`src/rtl/ptg_pkg.sv`:
```
package ptg_pkg;

    parameter int CFG_W  = 8;
    localparam int HPOS_W = CFG_W + 2;

    typedef logic [CFG_W-1:0]  cfg_val_t;
    typedef logic [HPOS_W-1:0] hpos_t;

    typedef struct packed {
        cfg_val_t lp_start;
        cfg_val_t lp_width;
        cfg_val_t ck_start;
        cfg_val_t ck_width;
        cfg_val_t gs_delay;
    } ptg_cfg_t;

    typedef struct packed {
        logic rise;
        logic fall;
    } de_evt_t;

    localparam ptg_cfg_t CFG_RESET = '0;

    // True when pos lies in [start, start+len)
    function automatic logic in_window(hpos_t pos, hpos_t start, cfg_val_t len);
        logic [HPOS_W:0] stop;
        stop = {1'b0, start} + {{(HPOS_W+1-CFG_W){1'b0}}, len};
        return ({1'b0, pos} >= {1'b0, start}) && ({1'b0, pos} < stop);
    endfunction

endpackage

```
`src/rtl/ptg_de_track.sv`:
```
module ptg_de_track import ptg_pkg::*; #(
    parameter int PIX_W = 12
) (
    input  logic             clk,
    input  logic             rst,
    input  logic             de,
    output de_evt_t          evt,
    output hpos_t            hpos,
    output logic [PIX_W-1:0] lpos,
    output logic             src_start
);

    logic de_d;

    assign evt.rise = de & ~de_d;
    assign evt.fall = ~de & de_d;

    always_ff @(posedge clk) begin
        if (rst) begin
            de_d      <= 1'b0;
            hpos      <= '1;
            lpos      <= '0;
            src_start <= 1'b0;
        end else begin
            de_d      <= de;
            src_start <= evt.rise;
            // clocks since DE went low, saturating
            if (evt.fall)
                hpos <= '0;
            else if (hpos != '1)
                hpos <= hpos + 1'b1;
            // clocks since DE went high, saturating; equals line width at fall
            if (evt.rise)
                lpos <= PIX_W'(1);
            else if (lpos != '1)
                lpos <= lpos + 1'b1;
        end
    end

    // a rise cannot follow a rise in the next cycle
    a_r2_src_start_single: assert property (@(posedge clk) disable iff (rst)
        src_start |=> !src_start);

endmodule

```
`src/rtl/ptg_mode_detect.sv`:
```
module ptg_mode_detect #(
    parameter int PIX_W     = 12,
    parameter int SPLIT_PIX = 1152
) (
    input  logic             clk,
    input  logic             rst,
    input  logic             line_end,
    input  logic [PIX_W-1:0] line_len,
    output logic             wide
);

    logic prev_cls;
    logic cur_cls;

    assign cur_cls = (line_len >= PIX_W'(SPLIT_PIX));

    always_ff @(posedge clk) begin
        if (rst) begin
            prev_cls <= 1'b0;
            wide     <= 1'b0;
        end else if (line_end) begin
            prev_cls <= cur_cls;
            if (cur_cls == prev_cls)
                wide <= cur_cls;
        end
    end

endmodule

```
`src/rtl/ptg_frame_ctrl.sv`:
```
module ptg_frame_ctrl import ptg_pkg::*; #(
    parameter int PIX_W = 12
) (
    input  logic             clk,
    input  logic             rst,
    input  logic             rise,
    input  hpos_t            hpos,
    input  logic [PIX_W-1:0] lpos,
    input  ptg_cfg_t         cfg_req,
    input  cfg_val_t         blank_min,
    input  logic             wide,
    input  hpos_t            lp_start_eff,
    output ptg_cfg_t         cfg_act,
    output logic             act_wide,
    output logic             gate_start,
    output logic             pol
);

    logic frame_start;
    logic frame_phase;
    logic gline;

    assign frame_start = rise && (hpos >= {2'b00, blank_min});

    assign gate_start = gline &&
        ({{CFG_W{1'b0}}, lpos} > {{PIX_W{1'b0}}, cfg_act.gs_delay});

    always_ff @(posedge clk) begin
        if (rst) begin
            cfg_act     <= CFG_RESET;
            act_wide    <= 1'b0;
            frame_phase <= 1'b0;
            pol         <= 1'b0;
            gline       <= 1'b0;
        end else begin
            if (frame_start) begin
                cfg_act     <= cfg_req;
                act_wide    <= wide;
                frame_phase <= ~frame_phase;
                pol         <= ~frame_phase;
            end else if (hpos == lp_start_eff) begin
                pol <= ~pol;
            end
            if (rise)
                gline <= frame_start;
        end
    end

    // the first-line flag can only be raised by a DE rise
    a_r5_gline_from_rise: assert property (@(posedge clk) disable iff (rst)
        $rose(gline) |-> $past(rise));

endmodule

```
`src/rtl/ptg_pulse_win.sv`:
```
module ptg_pulse_win import ptg_pkg::*; (
    input  hpos_t    pos,
    input  hpos_t    start,
    input  cfg_val_t len,
    output logic     hit
);

    assign hit = in_window(pos, start, len);

endmodule

```
`src/rtl/de_panel_timer.sv`:
```
module de_panel_timer import ptg_pkg::*; #(
    parameter int NARROW_PIX = 1024,
    parameter int WIDE_PIX   = 1280,
    parameter int WIDE_SHIFT = 4
) (
    input  logic             clk,
    input  logic             rst,
    input  logic             de,
    input  logic [CFG_W-1:0] cfg_lp_start,
    input  logic [CFG_W-1:0] cfg_lp_width,
    input  logic [CFG_W-1:0] cfg_gclk_start,
    input  logic [CFG_W-1:0] cfg_gclk_width,
    input  logic [CFG_W-1:0] cfg_gate_delay,
    input  logic [CFG_W-1:0] cfg_blank_min,
    output logic             line_latch,
    output logic             pol,
    output logic             gate_clk,
    output logic             gate_start,
    output logic             src_start,
    output logic             wide_mode
);

    localparam int SPLIT_PIX = (NARROW_PIX + WIDE_PIX) / 2;
    localparam int PIX_W     = $clog2(WIDE_PIX * 2);
    localparam int N_WIN     = 2;

    de_evt_t          evt;
    hpos_t            hpos;
    logic [PIX_W-1:0] lpos;
    ptg_cfg_t         cfg_req;
    ptg_cfg_t         cfg_act;
    logic             act_wide;
    hpos_t            shift_amt;
    hpos_t            win_start [N_WIN];
    cfg_val_t         win_len   [N_WIN];
    logic [N_WIN-1:0] win_hit;

    assign cfg_req.lp_start = cfg_lp_start;
    assign cfg_req.lp_width = cfg_lp_width;
    assign cfg_req.ck_start = cfg_gclk_start;
    assign cfg_req.ck_width = cfg_gclk_width;
    assign cfg_req.gs_delay = cfg_gate_delay;

    ptg_de_track #(.PIX_W(PIX_W)) u_track (
        .clk       (clk),
        .rst       (rst),
        .de        (de),
        .evt       (evt),
        .hpos      (hpos),
        .lpos      (lpos),
        .src_start (src_start)
    );

    ptg_mode_detect #(.PIX_W(PIX_W), .SPLIT_PIX(SPLIT_PIX)) u_mode (
        .clk      (clk),
        .rst      (rst),
        .line_end (evt.fall),
        .line_len (lpos),
        .wide     (wide_mode)
    );

    // wide lines need later latch and gate clock placement
    assign shift_amt    = act_wide ? HPOS_W'(WIDE_SHIFT) : '0;
    assign win_start[0] = HPOS_W'(cfg_act.lp_start) + shift_amt;
    assign win_len[0]   = cfg_act.lp_width;
    assign win_start[1] = HPOS_W'(cfg_act.ck_start) + shift_amt;
    assign win_len[1]   = cfg_act.ck_width;

    ptg_frame_ctrl #(.PIX_W(PIX_W)) u_frame (
        .clk          (clk),
        .rst          (rst),
        .rise         (evt.rise),
        .hpos         (hpos),
        .lpos         (lpos),
        .cfg_req      (cfg_req),
        .blank_min    (cfg_blank_min),
        .wide         (wide_mode),
        .lp_start_eff (win_start[0]),
        .cfg_act      (cfg_act),
        .act_wide     (act_wide),
        .gate_start   (gate_start),
        .pol          (pol)
    );

    for (genvar g = 0; g < N_WIN; g++) begin : g_win
        ptg_pulse_win u_win (
            .pos   (hpos),
            .start (win_start[g]),
            .len   (win_len[g]),
            .hit   (win_hit[g])
        );
    end

    assign line_latch = win_hit[0];
    assign gate_clk   = win_hit[1];

    // the mode flag moves only right after a DE falling edge
    a_r8_mode_moves_on_fall: assert property (@(posedge clk) disable iff (rst)
        !$stable(wide_mode) |-> $past(evt.fall));

    // gate start ends only together with a new line start
    a_r6_gate_start_ends_on_line: assert property (@(posedge clk) disable iff (rst)
        $fell(gate_start) |-> src_start);

endmodule

```
`config.mk`:
```
export PLATFORM = sky130hd
export DESIGN_NAME = de_panel_timer
export DESIGN_NICKNAME = d
export VERILOG_FILES = /design/src/rtl/ptg_pkg.sv /design/src/rtl/ptg_de_track.sv /design/src/rtl/ptg_mode_detect.sv /design/src/rtl/ptg_frame_ctrl.sv /design/src/rtl/ptg_pulse_win.sv /design/src/rtl/de_panel_timer.sv
export SDC_FILE = /design/constraint.sdc
export NUM_CORES = 1
export LEC_CHECK = 0
export BUFFER_PORTS_ARGS = -buffer_cell sky130_fd_sc_hd__buf_2
export CORE_MARGIN = 8
export CORE_UTILIZATION = 32
export DETAILED_ROUTE_END_ITERATION = 10
export PLACE_DENSITY = 0.59
export SYNTH_ARGS = -nofsm -noshare
export SYNTH_HDL_FRONTEND = slang
export SYNTH_SLANG_ARGS = --single-unit
```
`constraint.sdc`:
```
create_clock -name clk -period 6.84 [get_ports clk]
set_input_delay 1.368 -clock clk [delete_from_list [all_inputs] [get_ports clk]]
set_output_delay 1.368 -clock clk [all_outputs]
set_load 0.05 [all_outputs]
```
==> run_results.csv, run 1 <==
group,metric,value,unit
clock_network,clockBufferDepth,2,
synthesis,yosys-top-cells-area,"dfxtp_1 (28%), ha_1 (19%), a21oi_1 (6.7%)",
clock_network,clk_latency,0.34,ns
synthesis,synth_cells,606,
route,dr.pass1.iters,4,
clock_network,cts-resized-gates,0,
global_routing,gr-total-overflow,0,
placed_design,place_ws,1.899,ns
route,wl_per_cell,15.57,um
sta,worst_pin_slew,1.212,ns
critical_path,cp-start-kind,"flop",
finish,fillers,1605,
floorplan,fp.dieH,140.6,um
critical_path,worst-path-max-fanout,5,
sta,setup_viol,0,
sta,period_minus_slack,5.271,ns
global_routing,use_met1,17.82,%
sta,maxSlewViolCount,0,
min_path,holdPathStages,2,
critical_path,slowest_delay,0.50,ns
global_routing,busiest_layer,"met2",
synthesis,ys_ff_latch,70,
synthesis,synth_area,4966,um2
critical_path,r2r-start,"u_track.hpos[3]",
route,vias,4448,
critical_path,critPathSlowestCell,"a2111oi_0",
global_routing,grt_pass1_vias,4448,
clock_network,cts_tree,"yes",
synthesis,syn_area_per_cell,8.195,um2
floorplan,num_rows,45,
critical_path,reg2reg_depth,6,
critical_path,critPathRequiredTime,5.47,ns
sta,clock.fmax,189.7,MHz
critical_path,worstSetupPathType,"flop to output pin",
global_routing,grtUsageTotal,13.62,%
floorplan,start_util,32.67,%
synthesis,synthMostInstantiatedCell,"ha_1",
clock_network,numCtsBuffers,9,
synthesis,yosysTopAreaCell,"dfxtp_1",
finish,final_layout_size_suffix_gt1_share,12.56,%
floorplan,ioPinCount,57,
sta,period_share,77.07,%
placed_design,gp_congestion,0.8522,
finish,layout.nets,777,
clock_network,clk_pin_slew,0.06,ns
global_routing,antenna_found_initial,0,
route,wl,13100,um
finish,final_cells,841,
floorplan,die_area,19760,um2
placed_design,dp_cells,825,
sta,hold_viol_final,0,
critical_path,crit_top_cell,"ha_1",
placed_design,numPortBuffers,56,
sta,finalSetupTns,0,ns
pwr,peakVddDrop,131.5,uV
status,outcome,"completed",
placed_design,dpl.hpwl,9765,um
floorplan,fp.dieW,140.6,um
finish,syn_to_final_growth,15.50,%
synthesis,async_flop_share,0,%
pwr,leakage,0.002429,uW
route,ant_nets,0,
sta,rsz0062_at_grt,"false",
critical_path,reg2reg_slack,3.98,ns
sta,relSlewSlack,19.17,%
min_path,hold_path_class,"flop to flop",
route,drtIter0Drc,237,
synthesis,ys_seq_area_share,28.22,%
synthesis,synth_cell_types,47,
route,avgViaCountPerCell,5.289,
synthesis,synth_flop_cell,"dfxtp_1",
synthesis,yosysWarnings,0,
job,drv_cap,0,
route,drcViolationCount,0,
clock_network,cts.sinks,70,
pwr,power.density,291.8,nW/um2
sta,finalClockSkew,0.005295,ns
critical_path,crit_path_end_kind,"output pin",
min_path,hold-path-endpoint,"u_frame.frame_phase",
clock_network,post-cts-setup-buffer-count,0,
global_routing,use_met2,22.19,%
sta,layout_setup_ws,1.569,ns
floorplan,core,15200,um2
synthesis,synth-edff-count,0,
min_path,hp-start,"u_frame.frame_phase",
critical_path,cp.arrival,3.90,ns
clock_network,clockRootBuffer,"clkbuf_16",
synthesis,ys_top_cells_by_count,"ha_1 (76), dfxtp_1 (70), a21oi_1 (66)",
synthesis,synth_nets,735,
clock_network,cts_hold_buf,0,
global_routing,met3_usage,1.857,%
global_routing,grt_max_degree,61,
synthesis,synth_top_area_share,28.22,%
global_routing,grt_first_pass_wirelength,22000,um
critical_path,reg2reg_to,"u_frame.cfg_act[14]",
critical_path,crit_chain,"ha_1, ha_1, xor2_1, ha_1, and3_1, a211oi_1, xor2_1, ha_1, nand2_1, nor2_1, a211oi_1, o31ai_1, a2111oi_0, buf_2",
finish,diodes,0,
clock_network,htreeDepth,3,
[cells by family after synthesis]
kind of cell,count (synthesis),share of synthesized area (%)
xor+xnor,33,5.820
fa+ha+maj,78,19.95
simple gates,157,16.30
compound gates,190,22.58
buf+inv,73,6.097
flops,70,28.22
mux,5,1.033
[state kept, by name, indices dropped and copies added, names as in the netlist]
name	cells
u_frame.gline	1
u_frame.frame_phase	1
u_track.hpos	10
u_frame.pol	1
u_track.src_start	1
u_track.de_d	1
u_frame.cfg_act	40
u_frame.act_wide	1
u_mode.prev_cls	1
u_mode.wide	1
u_track.lpos	12
[metrics by stage]
stage | hold slack, ns | area, um2 | total power, uW | utilization (%)
finish | 0.4613 | 5736 | 1674 | 37.73
global route | 0.4789 | 5736 | 1801 | 37.73
CTS | 0.4628 | 5736 | 1687 | 37.73
detailed placement | 0.4554 | 5378 | 1122 | 35.37
global placement | 0.4508 | 5378 | 1095 | 35.37
floorplan | 0.4438 | 4966 | 961.0 | -
[where the power goes]
group / switching, uW / leakage [uW] / total [uW] / internal [uW]
sequential: 98.7 / 0.000575 / 556 / 457
combinational: 316 / 0.00169 / 561 / 245
clock: 180 / 0.000168 / 556 / 376
[per-layer routing]
metal / up-vias / wire length, um
met1: 2065 / 6419
met5: - / 0
met3: 18 / 528
met4: 0 / 236
met2: 93 / 5913
li1: 2272 / -
[worst max-delay path by stage]
| stage | slack [ns] | cells after the start | startpoint | end |
|---|---|---|---|---|
| 3_3_place_gp | 2.09 | 14 | u_frame.act_wide | gate_clk |
| 6_report | 1.57 | 14 | u_frame.act_wide | gate_clk |
| 5_1_grt | 1.22 | 14 | u_frame.act_wide | gate_clk |
| 2_1_floorplan | 0.50 | 13 | u_frame.act_wide | gate_clk |
| 4_1_cts | 1.53 | 14 | u_frame.act_wide | gate_clk |
| 3_5_place_dp | 1.90 | 14 | u_frame.act_wide | gate_clk |
[area by class of cell]
cell class / instances / area (um2) / area share, %
clock buffers: 11 / 252.7 / 4.407
clock inverters: 5 / 105.1 / 1.832
inverters: 46 / 172.7 / 3.010
multi-input cells: 463 / 3273 / 57.07
flip-flops and latches: 70 / 1401 / 24.43
well taps: 188 / 235.2 / 4.101
repair buffers: 58 / 295.3 / 5.148
[placed cells by master, fill, tap and decap left out, drive strengths merged, types with 3 or more instances in the layout]
| master | n |
|---|---|
| a2111oi | 5 |
| a211oi | 10 |
| a21o | 15 |
| a21oi | 66 |
| a31oi | 6 |
| and3 | 9 |
| buf | 58 |
| bufinv | 3 |
| clkbuf | 11 |
| dfxtp | 70 |
| ha | 76 |
| inv | 46 |
| mux2i | 4 |
| nand2 | 21 |
| nand2b | 9 |
| nand3 | 61 |
| nand4 | 9 |
| nor2 | 25 |
| nor2b | 8 |
| nor3 | 6 |
| o211ai | 7 |
| o21a | 5 |
| o21ai | 60 |
| o21bai | 7 |
| xnor2 | 15 |
| xor2 | 18 |
[worst max-delay path, delay by kind of cell (launching register included)]
family                   cells  cell delay [ns]
XOR/XNOR                     2             0.37
adder cells (fa/ha/maj)      4             0.95
AO/OA/AOI/OAI                4             1.14
AND/OR/NAND/NOR              3             0.34
buffers and inverters        1             0.36
flip-flops                   1             0.39
(Power assumes the default switching activity.)
==> inputs of run 2 (changes only) <==
Clock period 6.84 ns to 5.28 ns, I/O delays scaled along.
==> run_results.csv, run 2 (same netlist as run 1, synthesis figures left out) <==
group,metric,value,unit
status,outcome,"completed",
critical_path,critPathSlowestCell,"a2111oi_1",
global_routing,antenna_found_initial,0,
critical_path,critPathRequiredTime,4.22,ns
clock_network,cts.sinks,70,
critical_path,critPathBufInv,1,
pwr,power.density,355.1,nW/um2
clock_network,clk_pin_slew,0.06,ns
finish,regArea,1401,um2
finish,final_common_cell,"ha_1",
finish,largest_reg_flops,40,
global_routing,grtUsageTotal,13.63,%
sta,setup_viol,0,
critical_path,crit_top_cell,"ha_1",
global_routing,grt_first_pass_wirelength,21940,um
finish,layout.nets,777,
floorplan,fp.dieW,140.6,um
finish,reg.largest.list,"u_frame.cfg_act x40, u_track.lpos x12, u_track.hpos x10",
placed_design,place_ws,0.6378,ns
sta,worst_pin_slew,1.167,ns
pwr,peakVddDrop,160.7,uV
clock_network,clk_latency,0.33,ns
floorplan,start_util,32.67,%
route,drtIter0Drc,250,
floorplan,fp.dieH,140.6,um
sta,layout_setup_ws,0.3720,ns
route,dr.pass1.iters,6,
sta,clock.fmax,203.8,MHz
finish,fillers,1589,
route,vias,4404,
route,avgViaCountPerCell,5.237,
critical_path,crit_chain,"ha_1, ha_1, xor2_1, ha_1, and3_1, a211oi_1, xor2_1, ha_1, nand2_1, nor2_1, a211oi_1, o31ai_1, a2111oi_1, buf_2",
finish,final_cell_mix,"ha_1 (76), dfxtp_1 (70), a21oi_1 (66)",
finish,postLayoutCoreUtil,37.16,%
finish,multi_input_area,3276,um2
sta,hold-worst-slack,0.4649,ns
critical_path,crit_path_end_kind,"output pin",
job,drv_cap,0,
global_routing,grt_max_degree,61,
route,drcViolationCount,0,
route,wl,13180,um
clock_network,numCtsBuffers,9,
critical_path,cp-start-kind,"flop",
sta,maxSlewViolCount,0,
floorplan,die_area,19760,um2
placed_design,dpl_cell_area,5380,um2
critical_path,cp.arrival,3.85,ns
route,ant_nets,0,
floorplan,core,15200,um2
sta,finalClockSkew,0.008344,ns
finish,diodes,0,
critical_path,cp_top_family,"compound AO/OA/AOI/OAI gates",
finish,syn_to_final_growth,13.76,%
global_routing,gr-total-overflow,0,
critical_path,worst-path-max-fanout,5,
clock_network,clockBufferDepth,2,
critical_path,slowest_delay,0.43,ns
pwr,leakage,0.002393,uW
clock_network,cts_tree,"yes",
clock_network,htreeDepth,3,
sta,period_minus_slack,4.908,ns
critical_path,worstSetupPathType,"flop to output pin",
clock_network,post-cts-setup-buffer-count,0,
placed_design,numPortBuffers,56,
sta,relSlewSlack,22.21,%
placed_design,gp_congestion,0.8205,
floorplan,num_rows,45,
min_path,hold_path_class,"flop to flop",
placed_design,dpl.hpwl,10030,um
sta,period_share,92.95,%
finish,final_layout_size_suffix_gt1_share,12.25,%
clock_network,cts_hold_buf,0,
clock_network,cts-resized-gates,0,
floorplan,ioPinCount,57,
clock_network,clockRootBuffer,"clkbuf_16",
global_routing,grt_pass1_vias,4396,
finish,fin_area,5649,um2
sta,hold_viol_final,0,
sta,rsz0062_at_grt,"false",
finish,top_register,"u_frame.cfg_act",
route,wl_per_cell,15.67,um
## run 2: cell count changes in the layout (fill, tap and decap cells not counted), sizes merged
cell,previous run,this run
bufinv,3,0
clkinv,0,3
clkbuf,11,12
clkinvlp,2,1
## run 2: tightest hold or removal path, stage by stage (launching register included)
cell and delay [ns]:
dfxtp_1 0.31, nand3_1 0.06, a21oi_1 0.05
## run 2: where the power goes
part / internal, uW / total [uW] / switching [uW]
Clock: 329 / 553 / 225
Sequential: 593 / 723 / 130
Combinational: 318 / 730 / 412
## run 2: final timing paths
path | startpoint | endpoint | slack [ns] | cells past startpoint
setup / recovery | u_frame.act_wide | gate_clk | 0.37 | 14
hold / removal | u_frame.cfg_act[3] | u_frame.cfg_act[3] | 0.46 | 2
setup reg to reg | u_track.hpos[0] | u_frame.cfg_act[15] | 2.40 | 7
hold reg to reg | u_frame.cfg_act[3] | u_frame.cfg_act[3] | 0.46 | 2
## run 2: metrics by stage
step	TNS, ns	total power [uW]	instances
5_1_grt	0	2174	841
2_1_floorplan	-0.08812	1247	606
6_report	0	2006	841
3_3_place_gp	0	1421	825
4_1_cts	0	2027	841
3_5_place_dp	0	1463	825
## run 2: layout make-up
class,instances,area share [%]
clock buffers,12,4.363
repair buffers,58,5.227
clock inverters,4,0.3987
inverters,46,3.056
well taps,188,4.164
multi-input cells,463,57.98
flip-flops and latches,70,24.81
## run 2: layer usage
metal / global-route usage (%) / part of all wire [%] / up-vias
li1: - / - / 2270
met1: 17.58 / 49 / 2044
met2: 22.65 / 46 / 80
met3: 2.498 / 3.6 / 10
met4: 4.186 / 1.3 / 0
met5: 0 / 0 / -
==> inputs of run 3 (changes only) <==
Settings changed: ABC_CLOCK_PERIOD_IN_PS set to 5280, CTS_BUF_LIST set to sky130_fd_sc_hd__clkbuf_4, PLACE_DENSITY 0.59 to 0.45.
==> run_results.csv, run 3 (same netlist as run 1, synthesis figures left out) <==
group,metric,value,unit
status,outcome,"completed",
sta,layout_setup_ws,0.3387,ns
placed_design,gp_congestion,0.7910,
sta,hold_viol_final,0,
finish,final_cells,843,
global_routing,use_met1,18.68,%
clock_network,numCtsBuffers,9,
route,ant_nets,0,
critical_path,cp.arrival,3.89,ns
placed_design,numPortBuffers,56,
pwr,clkPwrFrac,24.7,%
finish,final_layout_size_suffix_gt1_share,12.84,%
finish,largest_reg_flops,40,
global_routing,antenna_found_initial,1,
floorplan,fp.dieH,140.6,um
critical_path,startpoint,"u_frame.act_wide",
clock_network,cts.sinks,70,
floorplan,num_rows,45,
finish,final_common_cell,"ha_1",
pwr,power.density,342.0,nW/um2
sta,setup_viol,0,
pwr,peakVddDrop,145.1,uV
placed_design,dpl_cell_area,5388,um2
route,drcViolationCount,0,
clock_network,clockBufferDepth,2,
critical_path,worst-path-max-fanout,5,
global_routing,grt_first_pass_wirelength,22910,um
route,avgViaCountPerCell,5.284,
route,vias,4454,
finish,layout.nets,778,
pwr,internal_power,1155,uW
sta,relSlewSlack,26.81,%
global_routing,gr-total-overflow,0,
critical_path,critPathRequiredTime,4.22,ns
floorplan,start_util,32.67,%
sta,maxSlewViolCount,0,
finish,reg.largest.list,"u_frame.cfg_act x40, u_track.lpos x12, u_track.hpos x10",
placed_design,dp_cells,826,
global_routing,busiest_layer,"met2",
clock_network,post-cts-setup-buffer-count,0,
finish,postLayoutCoreUtil,36.79,%
critical_path,crit_path_end_kind,"output pin",
placed_design,place_ws,0.7398,ns
sta,finalClockSkew,0.02951,ns
clock_network,clk_pin_slew,0.13,ns
finish,final_cell_mix,"ha_1 (76), dfxtp_1 (70), a21oi_1 (66)",
clock_network,clockRootBuffer,"clkbuf_4",
finish,syn_to_final_growth,12.62,%
critical_path,worstSetupPathType,"flop to output pin",
pwr,switching_power,757.8,uW
global_routing,grt_max_degree,46,
pwr,combinationalPowerShare,37.7,%
floorplan,die_area,19760,um2
clock_network,htreeDepth,3,
floorplan,ioPinCount,57,
floorplan,core,15200,um2
floorplan,fp.dieW,140.6,um
pwr,swShare,39.62,%
finish,top_register,"u_frame.cfg_act",
clock_network,clk_latency,0.46,ns
sta,clock.fmax,202.4,MHz
clock_network,cts_tree,"yes",
global_routing,use_met2,23.52,%
route,wl_per_cell,16.54,um
min_path,hold_path_class,"flop to flop",
critical_path,reg2reg_slack,2.44,ns
sta,rsz0062_at_grt,"false",
min_path,hold-path-endpoint,"u_frame.frame_phase",
route,wl,13940,um
min_path,holdPathStages,2,
clock_network,cts_hold_buf,0,
critical_path,reg2reg_depth,6,
critical_path,reg2reg_to,"u_frame.cfg_act[23]",
global_routing,grt_pass1_vias,4484,
job,drv_cap,0,
placed_design,dpl.hpwl,10540,um
pwr,seqPwrFrac,37.6,%
route,drtIter0Drc,247,
sta,period_minus_slack,4.941,ns
global_routing,met3_usage,2.937,%
route,dr.pass1.iters,4,
min_path,hp-start,"u_frame.frame_phase",
pwr,leakage,0.002369,uW
finish,fin_area,5593,um2
sta,period_share,93.59,%
critical_path,cp-start-kind,"flop",
global_routing,grtUsageTotal,14.46,%
sta,worst_pin_slew,1.098,ns
critical_path,r2r-start,"u_track.hpos[5]",
-- run 3: changes by cell type in the layout (fill, tap and decap cells not counted), moves of 2 or more --
cell / before / now
inv_6: 0 / 2
clkinv_2: 3 / 0
bufinv_16: 0 / 3
clkbuf_16: 9 / 0
clkbuf_1: 2 / 0
clkbuf_4: 0 / 9
buf_4: 2 / 4
-- run 3: worst max path at each step --
stage / endpoint / slack, ns
floorplan: gate_clk / -0.09
global placement: gate_clk / 0.83
detailed placement: gate_clk / 0.74
CTS: gate_clk / 0.19
global route: gate_clk / 0.07
finish: gate_clk / 0.34
-- run 3: power by group through the flow --
stage | registers, uW | logic (uW) | clock network [uW]
after floorplan | 682 | 565 | 0
after global placement | 734 | 704 | 0
after detailed placement | 735 | 720 | 0
after CTS | 723 | 726 | 490
after global routing | 735 | 835 | 513
final | 720 | 721 | 473
-- run 3: critical path, cell delays in order, from the launching register on --
cell       delay (ns)
dfxtp_1          0.45
ha_1             0.23
ha_1             0.18
xor2_1           0.21
ha_1             0.32
and3_1           0.22
a211oi_2         0.28
xor2_1           0.18
ha_1             0.26
nand2_1          0.09
nor2_1           0.04
a211oi_1         0.18
o31ai_1          0.12
a2111oi_1        0.40
buf_4            0.27
-- run 3: metal layers --
metal,routed length [um],share of wire [%]
met1,6868,49
met4,136,0.98
met5,0,0
met2,6355,46
met3,580,4.2
-- run 3: metrics by stage --
step / hold WS, ns / power (uW) / TNS [ns]
2_1_floorplan: 0.4438 / 1247 / -0.08812
3_3_place_gp: 0.4510 / 1438 / 0
3_5_place_dp: 0.4565 / 1455 / 0
4_1_cts: 0.4755 / 1939 / 0
5_1_grt: 0.4901 / 2084 / 0
6_report: 0.4727 / 1913 / 0
-- run 3: timing repair --
item | CTS | global route
gates resized for setup | 0 | 3
setup endpoints to repair | 0 | 1
endpoints found under the hold margin | 0 | 0
-- run 3: layout make-up --
type | count | area, um2
Fill cell | 1594 | 9609
Multi-Input combinational cell | 463 | 3281
Sequential cell | 70 | 1401
Timing Repair Buffer | 59 | 305.3
Tap cell | 188 | 235.2
Inverter | 46 | 172.7
Clock inverter | 7 | 127.6
Clock buffer | 9 | 67.56
Antenna cell | 1 | 2.502
